File: config.mk
export PLATFORM = sky130hd
export DESIGN_NAME = msp_timer
export DESIGN_NICKNAME = d
export VERILOG_FILES = /design/src/rtl/msp_pkg.sv /design/src/rtl/msp_regfile.sv /design/src/rtl/msp_master.sv /design/src/rtl/msp_slave.sv /design/src/rtl/msp_timer.sv
export SDC_FILE = /design/constraint.sdc
export NUM_CORES = 1
export LEC_CHECK = 0
export CORE_MARGIN = 1.5
export CORE_UTILIZATION = 35
export DETAILED_ROUTE_END_ITERATION = 16
export PLACE_DENSITY_LB_ADDON = 0.08
export SYNTH_ARGS = -nofsm -noshare
export SYNTH_HDL_FRONTEND = slang
export SYNTH_SLANG_ARGS = --single-unit
File: constraint.sdc
create_clock -name clk -period 3 [get_ports clk]
set_input_delay 0.3 -clock clk [delete_from_list [all_inputs] [get_ports clk]]
set_output_delay 0.3 -clock clk [all_outputs]
set_load 0.1 [all_outputs]
File: src/rtl/msp_pkg.sv
package msp_pkg;
    localparam int CNT_W      = 16;
    localparam int ADDR_W     = 3;
    localparam int MAX_SLAVES = 7;

    typedef logic [CNT_W-1:0]  cnt_t;
    typedef logic [ADDR_W-1:0] addr_t;

    typedef struct packed {
        logic  en;
        addr_t addr;
        cnt_t  data;
    } wr_req_t;

    typedef enum logic [1:0] {
        CH_IDLE  = 2'd0,
        CH_COUNT = 2'd1,
        CH_DONE  = 2'd2
    } ch_state_e;

    // true when the next decrement lands on zero (or the count is already zero)
    function automatic logic at_terminal(input cnt_t c);
        return c <= cnt_t'(1);
    endfunction
endpackage

File: src/rtl/msp_regfile.sv
module msp_regfile
    import msp_pkg::*;
#(
    parameter int NCH = 4
) (
    input  logic             clk,
    input  logic             rst,
    input  wr_req_t          wr,
    output cnt_t [NCH-1:0]   regs
);
    localparam addr_t LAST_CH = addr_t'(NCH - 1);

    always_ff @(posedge clk) begin
        if (rst) begin
            regs <= '0;
        end else if (wr.en && wr.addr <= LAST_CH) begin
            for (int c = 0; c < NCH; c++) begin
                if (wr.addr == addr_t'(c)) regs[c] <= wr.data;
            end
        end
    end

    AST_WR_OOR_IGNORED: assert property (@(posedge clk) disable iff (rst)
        (wr.en && wr.addr > LAST_CH) |=> $stable(regs));
endmodule

File: src/rtl/msp_master.sv
module msp_master
    import msp_pkg::*;
(
    input  logic clk,
    input  logic rst,
    input  logic cnt_en,
    input  logic start,
    input  cnt_t period,
    output logic tick
);
    ch_state_e st;
    cnt_t      cnt;

    always_comb begin
        tick = cnt_en && start &&
               ((st == CH_COUNT && cnt == '0) || st != CH_COUNT);
    end

    always_ff @(posedge clk) begin
        if (rst) begin
            st  <= CH_IDLE;
            cnt <= '0;
        end else if (!start) begin
            st <= CH_IDLE;
        end else if (tick) begin
            st  <= CH_COUNT;
            cnt <= period;
        end else if (cnt_en && st == CH_COUNT) begin
            cnt <= cnt - cnt_t'(1);
        end
    end

    AST_MCNT_FROZEN: assert property (@(posedge clk) disable iff (rst)
        (!cnt_en) |=> $stable(cnt));
    AST_RELOAD_PERIOD: assert property (@(posedge clk) disable iff (rst)
        tick |=> (cnt == $past(period)));
    AST_NO_BACK2BACK: assert property (@(posedge clk) disable iff (rst)
        (tick && period != '0) |=> !tick);
endmodule

File: src/rtl/msp_slave.sv
module msp_slave
    import msp_pkg::*;
(
    input  logic clk,
    input  logic rst,
    input  logic cnt_en,
    input  logic trig,
    input  cnt_t duty,
    output logic pwm,
    output logic irq
);
    ch_state_e st;
    cnt_t      cnt;

    always_comb begin
        irq = cnt_en && !trig && st == CH_COUNT && at_terminal(cnt);
        pwm = (cnt != '0);
    end

    always_ff @(posedge clk) begin
        if (rst) begin
            st  <= CH_IDLE;
            cnt <= '0;
        end else if (trig) begin
            st  <= CH_COUNT;
            cnt <= duty;
        end else if (irq) begin
            st  <= CH_DONE;
            cnt <= '0;
        end else if (cnt_en && st == CH_COUNT) begin
            cnt <= cnt - cnt_t'(1);
        end
    end

    AST_PWM_ON_TRIG: assert property (@(posedge clk) disable iff (rst)
        (trig && duty != '0) |=> pwm);
    AST_ZERO_DUTY_LOW: assert property (@(posedge clk) disable iff (rst)
        (trig && duty == '0) |=> !pwm);
    AST_IRQ_ENDS_PULSE: assert property (@(posedge clk) disable iff (rst)
        irq |=> !pwm);
    AST_IRQ_SINGLE: assert property (@(posedge clk) disable iff (rst)
        irq |=> !irq);
    AST_SCNT_FROZEN: assert property (@(posedge clk) disable iff (rst)
        (!cnt_en) |=> $stable(cnt));
    AST_IDLE_QUIET: assert property (@(posedge clk) disable iff (rst)
        (st != CH_COUNT) |-> !pwm);
endmodule

File: src/rtl/msp_timer.sv
module msp_timer
    import msp_pkg::*;
#(
    parameter int NUM_SLAVES = 3
) (
    input  logic                  clk,
    input  logic                  rst,
    input  logic                  cnt_en,
    input  logic                  start,
    input  logic                  wr_en,
    input  logic [ADDR_W-1:0]     wr_addr,
    input  logic [CNT_W-1:0]      wr_data,
    output logic [NUM_SLAVES:0]   irq,
    output logic [NUM_SLAVES-1:0] pwm_out
);
    localparam int NCH = NUM_SLAVES + 1;

    wr_req_t          wr;
    cnt_t [NCH-1:0]   regs;
    logic             tick;

    always_comb begin
        wr.en   = wr_en;
        wr.addr = wr_addr;
        wr.data = wr_data;
    end

    msp_regfile #(.NCH(NCH)) u_regs (
        .clk  (clk),
        .rst  (rst),
        .wr   (wr),
        .regs (regs)
    );

    msp_master u_master (
        .clk    (clk),
        .rst    (rst),
        .cnt_en (cnt_en),
        .start  (start),
        .period (regs[0]),
        .tick   (tick)
    );

    assign irq[0] = tick;

    for (genvar s = 1; s <= NUM_SLAVES; s++) begin : g_slave
        msp_slave u_slave (
            .clk    (clk),
            .rst    (rst),
            .cnt_en (cnt_en),
            .trig   (tick),
            .duty   (regs[s]),
            .pwm    (pwm_out[s-1]),
            .irq    (irq[s])
        );
    end

    AST_IRQ_NEEDS_EN: assert property (@(posedge clk) disable iff (rst)
        (irq != '0) |-> cnt_en);
endmodule

==> run metrics, run 1 <==
part of the power in registers=~40%; post-DR vias/cell=5.61; status=finished, final reports clean; layout cell share with drive strength beyond 1=between 8 and 9%; Synth Flop Type=dfxtp_1; Initial Utilization=36.2%; VDD IR max=0.381 mV; Post-Synthesis Cells=866; Max Slew Vio Count=0; Fmax achieved=350 MHz; RSZ-0062 raised after global routing=false; EDFF count, synth=0; dpl cells=1079; Hold WC Path Type=input port to register; clock latency on the worst-skew pair=roughly 0.42 ns; # DRC=0; Post-Synth Adder-Cell Area=under 10%; first-pass GRT wire length=30.7 mm; worst hold stages=3; Hold Path End=u_master.cnt[13]; Synth Net Count=approximately 900; Setup TNS=0 ns; Avg Cell Area, Syn=roughly 7.6 um^2; post-detail-place hpwl=13.1 mm; Finished Layout Cells=between 1000 and 1500; nets=900; cts bufs inserted=17; Simple-Gate Fraction of Synth Area=28.8%; maximum capacitance violations=0; CTS tree=built; slew margin rel.=45.9%; design internal power=0.00352 W; via count=6238; antenna cells=0; DRT iter0 DRCs=514; worst-path fanout max=17; clk_skew=0.00731 ns; FF-to-FF path depth=8; complex-gate fraction of the synthesized area=about a fifth; CTS Sinks=135; # port buffers=30; Power Density=between 600 and 700 nW/um^2; chip width=140 um; min-delay src=rst; row count=just under 50; Final Hold Violating Endpoints=0; asr flop ratio synth=0%; Worst setup SP type=register; largest area contributor in the netlist=dfxtp_1; power share of the combinational group=16.4%; top-area cell type share of the netlist area=41.2%; largest net degree at the start of global routing=66; Tmin final=2.86 ns; CP Data Arrival Time=2.56 ns; vias in the first global route=~6000; post-synthesis register bit count=135; drt pass-1 iters=5; Global Route Usage Sum=19.9%; sequential element share of the synthesized area=41.2%; die height=~140 um; Reg clk slew, reported paths=0.06 ns; Routed WL=approximately 19 mm; WHS=0.451 ns; final worst path period share=approximately 95%; Net Switching=0.00137 W; largest cells by area after synthesis=dfxtp_1 41%, nand2_1 9.4%, a21oi_1 8.2%; post-synthesis mux area share=under 10%; CTS root buf=clkbuf_16; CP Capture Type=output pin; Worst Tran Pin Value=between 0.8 and 0.9 ns; cell with the most instances after synthesis=nand2_1; GRT overflow=0; Area Overhead vs Synth=16.5%; DR WL/cell=around 17 um; I/O pin total=31; Antenna Nets Post-Route=0; CP Class=register to output pin; Clock Tree Buf Depth=2; setup slack, reg-to-reg=0.46 ns; CP required=~2.7 ns; core area=18100 um^2; Final WS setup=approximately 0.14 ns; worst reg2reg path startpoint=u_master.cnt[0]; Clock Power Share=about 44%; sw frac=28.0%; CTS H-Tree Depth=4; Synth cell types=62; synth warn=0; initial antenna violation count=0; commonest cells in the netlist=165 x nand2_1, 135 x dfxtp_1, 107 x a21oi_1; pre-CTS WS=roughly 0.33 ns; die area=19600 um^2; main combinational cell family by area after synthesis=simple AND/OR/NAND/NOR gates; Synth Area in XOR/XNOR=0.667%; Final setup viols=0; layout filler cell count=between 1500 and 2000; Leak Pwr=about 2.7 nW; GPL Wtd Cong=0.850; worst r2r dst=g_slave[1].u_slave.cnt[15]; Syn Std Cell Area=between 6000 and 7000 um^2
-- worst max-delay path, cell delays in order (launching register included) --
cell	delay [ns]
dfxtp_1	0.32
inv_1	0.08
ha_1	0.16
or3b_2	0.55
o41ai_4	0.36
nand2_2	0.14
inv_6	0.18
nor3_1	0.12
buf_12	0.20
-- sequential cells by signal, indices dropped and copies added, names as in the netlist --
| register | flops |
|---|---|
| u_master.st | 1 |
| u_master.cnt | 16 |
| u_regs.regs | 64 |
| g_slave.u_slave.cnt | 48 |
| g_slave.u_slave.st | 6 |
-- stage by stage --
| step | total power (W) | utilization, % | instance area [um^2] |
|---|---|---|---|
| after floorplan | 0.00252 | - | 6570 |
| after global placement | 0.00276 | 38.8 | 7040 |
| after detailed placement | 0.00277 | 38.8 | 7040 |
| after CTS | 0.00493 | 42.1 | 7640 |
| after global routing | 0.00510 | 42.1 | 7650 |
| final | 0.00489 | 42.1 | 7650 |
-- logic make-up after synthesis --
group | after synthesis
AND/OR/NAND/NOR | 405
AO/OA/AOI/OAI | 223
flip-flops | 135
buffers and inverters | 84
multiplexers | 7
adder cells (fa/ha/maj) | 7
XOR/XNOR | 5
-- cells in the final DEF, fill, tap and decap left out, drive strengths merged, types with 18 or more instances in the layout --
cell	instances
nor3	40
a21oi	107
o21ai	24
clkbuf	23
dfxtp	135
buf	29
clkdlybuf4s50	22
a211oi	30
nand2	166
nor2	83
nand3	24
nor4	18
-- area by class of cell --
class | count | area (um^2) | area share, %
Multi-Input combinational cell | 647 | 3500 | 45.8
Sequential cell | 135 | 2700 | 35.3
Timing Repair Buffer | 51 | 488 | 6.38
Clock buffer | 23 | 478 | 6.25
Tap cell | 229 | 287 | 3.75
Clock inverter | 9 | 123 | 1.60
Inverter | 17 | 68.8 | 0.900
-- per-layer routing --
| metal | up-vias | global-route usage (%) | wire length (um) | share of wire (%) |
|---|---|---|---|---|
| li1 | 3092 | - | - | - |
| met1 | 2993 | 26.6 | 9210 | 48 |
| met2 | 128 | 32.4 | 8980 | 47 |
| met3 | 25 | 3.79 | 682 | 3.6 |
| met4 | 0 | 7.04 | 253 | 1.3 |
| met5 | - | 0 | 0 | 0 |
-- how the worst max path moves through the flow --
| stage | from | end | depth (start not counted) |
|---|---|---|---|
| 3_5_place_dp | cnt_en | g_slave[2].u_slave.cnt[11] | 5 |
| 4_1_cts | u_master.cnt[0] | irq[1] | 8 |
| 5_1_grt | u_master.cnt[1] | irq[1] | 8 |
| 2_1_floorplan | u_master.cnt[0] | irq[1] | 11 |
| 6_report | u_master.cnt[0] | irq[1] | 8 |
| 3_3_place_gp | u_master.cnt[0] | irq[1] | 8 |
-- power by group through the flow --
| stage | Combinational (W) | Sequential, W | Clock, W |
|---|---|---|---|
| final | 0.000799 | 0.00194 | 0.00215 |
| after floorplan | 0.000566 | 0.00196 | 0 |
| after global placement | 0.000788 | 0.00198 | 0 |
| after CTS | 0.000798 | 0.00194 | 0.00219 |
| after detailed placement | 0.000794 | 0.00198 | 0 |
| after global routing | 0.000877 | 0.00195 | 0.00227 |
-- repair_timing --
action	in CTS	in global routing
endpoints found under the setup margin	3	1
hold buffers	0	0
setup buffers	0	0
gates resized for setup	1	2
hold endpoints to repair	0	0
pin swaps	0	0
No activity file was read; power rests on OpenSTA's default activity.
==> run 2, diff against run 1 <==
- PLACE_DENSITY: default -> 0.62
- PLACE_DENSITY_LB_ADDON: 0.08 -> default
- RECOVER_POWER: default -> 25
==> run 2 against run 1 <==
Net effect:
- the flow now finishes with violations (design-rule violations)
- worst setup slack got worse by 0.0021 ns
- register-to-register slack improved by 0.07 ns
- core utilization is essentially flat
- cell count about the same
- non-clock buffer count stayed put
- via count is 1.2% lower
- hold slack got worse by 0.056 ns
- clock power fell by 4%
==> run metrics, run 2 (synthesis results as in run 1) <==
Reg clk slew, reported paths=about 0.06 ns; Max Slew Vio Count=0; antenna cells=0; failing checks=design-rule violations; drt pass-1 iters=11; die height=roughly 140 um; die area=19600 um^2; # port buffers=30; Fmax achieved=350 MHz; commonest non-fill, non-tap cells in the layout=165 x nand2_1, 135 x dfxtp_1, 107 x a21oi_1, 83 x nor2_1, 39 x nor3_1; post-DR vias/cell=5.55; pre-CTS WS=approximately 0.37 ns; RSZ-0062 raised after global routing=false; # DRC=1; CTS Sinks=around 140; Clock Tree Buf Depth=2; commonest non-fill, non-tap cell in the layout=nand2_1; Post-CTS Hold Buffers=0; nets=900; largest net degree at the start of global routing=129; Routed WL=around 18 mm; row count=49; Tot Pwr=0.00481 W; I/O pin total=31; Initial Utilization=between 30% and 40%; chip width=140 um; WHS=just under 0.4 ns; Worst Tran Pin Value=0.947 ns; Power Density=629 nW/um^2; worst hold stages=3; top flop regs=u_regs.regs: 64 flops, g_slave.u_slave.cnt: 48 flops, u_master.cnt: 16 flops; first-pass GRT wire length=slightly below 30 mm; CP required=2.70 ns; CTS root buf=clkbuf_16; CP Data Arrival Time=2.56 ns; CP Capture Type=output pin; Tmin final=about 2.9 ns; worst-path fanout max=16; Hold WC Path Type=input port to register; maximum capacitance violations=0; Finished Core Util=42.1%; vias in the first global route=5620; Final setup viols=0; core area=around 18000 um^2; DRT iter0 DRCs=598; DR WL/cell=around 17 um; Worst setup SP type=register; Global Route Usage Sum=19.2%; Antenna Nets Post-Route=0; status=complete, but fails checks; layout filler cell count=roughly 1900; Area Overhead vs Synth=16.4%; Largest register FFs=64; via count=6164; Setup TNS=0 ns; Leak Pwr=2.72 nW; FF-to-FF path depth=8; Post-CTS Setup Bufs=0; layout cell share with drive strength beyond 1=slightly above 8%; clock latency on the worst-skew pair=0.42 ns; VDD IR max=0.363 mV; Final Hold Violating Endpoints=0; Final WS setup=between 0.1 and 0.15 ns; final worst path period share=95.3%; GPL Wtd Cong=0.871; post-detail-place hpwl=12.1 mm; GRT overflow=0; CP Class=register to output pin; slew margin rel.=36.8%; CTS H-Tree Depth=4; clk_skew=0.00605 ns; CTS tree=built; largest reg by FF count=u_regs.regs; cts bufs inserted=17; initial antenna violation count=0
-- run 2: cell count changes in the layout (fill, tap and decap cells not counted), sizes merged --
cell           change
clkdlybuf4s50      -2
dlygate4sd3        +2
bufinv             -1
-- run 2: power by group --
group	total, W	switching (W)	internal (W)	leakage, nW
sequential	0.00194	0.0000745	0.00187	1.10
clock	0.00207	0.000763	0.00130	0.289
combinational	0.000796	0.000509	0.000287	1.33
total	0.00481	0.00135	0.00346	2.72
-- run 2: metrics by stage --
| step | cells | area, um^2 |
|---|---|---|
| 5_1_grt | 1110 | 7640 |
| 4_1_cts | 1110 | 7640 |
| 3_5_place_dp | 1079 | 7050 |
| 2_1_floorplan | 866 | 6570 |
| 3_3_place_gp | 1079 | 7050 |
| 6_report | 1110 | 7640 |
-- run 2: area by class of cell --
cell class	count	area (um^2)	area share, %
Multi-Input combinational cell	647	3500	45.8
Timing Repair Buffer	51	500	6.55
Tap cell	229	287	3.75
Clock inverter	8	96.3	1.26
Inverter	17	68.8	0.901
Clock buffer	23	488	6.39
Sequential cell	135	2700	35.4
-- run 2: routing by layer --
layer | global-route usage [%] | part of all wire (%)
met5 | 0 | 0
met4 | 6.93 | 1.5
met2 | 30.4 | 46
met1 | 26.4 | 48
met3 | 3.11 | 3.7
-- run 2: worst paths after layout --
kind,from,endpoint,slack [ns]
hold reg to reg,u_regs.regs[7],u_regs.regs[7],0.45
hold / removal,rst,u_master.cnt[5],0.39
setup reg to reg,u_master.cnt[0],g_slave[1].u_slave.cnt[8],0.53
setup / recovery,u_master.cnt[0],irq[1],0.14
-- run 2: what timing repair did --
action	4_1_cts	5_1_grt
endpoints found under the setup margin	3	1
resized for setup	1	1
hold endpoints to repair	0	0
-- run 2: worst max-delay path, stage by stage, from the launching register on --
cell and delay (ns):
dfxtp_1 0.33, inv_1 0.08, ha_1 0.16, or3b_2 0.56, o41ai_4 0.35, nand2_2 0.14, inv_6 0.18, nor3_1 0.13
buf_12 0.20
==> run 3, diff against run 2 <==
- TNS_END_PERCENT: default -> 100
==> results of run 3 <==
Same layout as run 2: the final DEF is identical, and so are final timing and power.
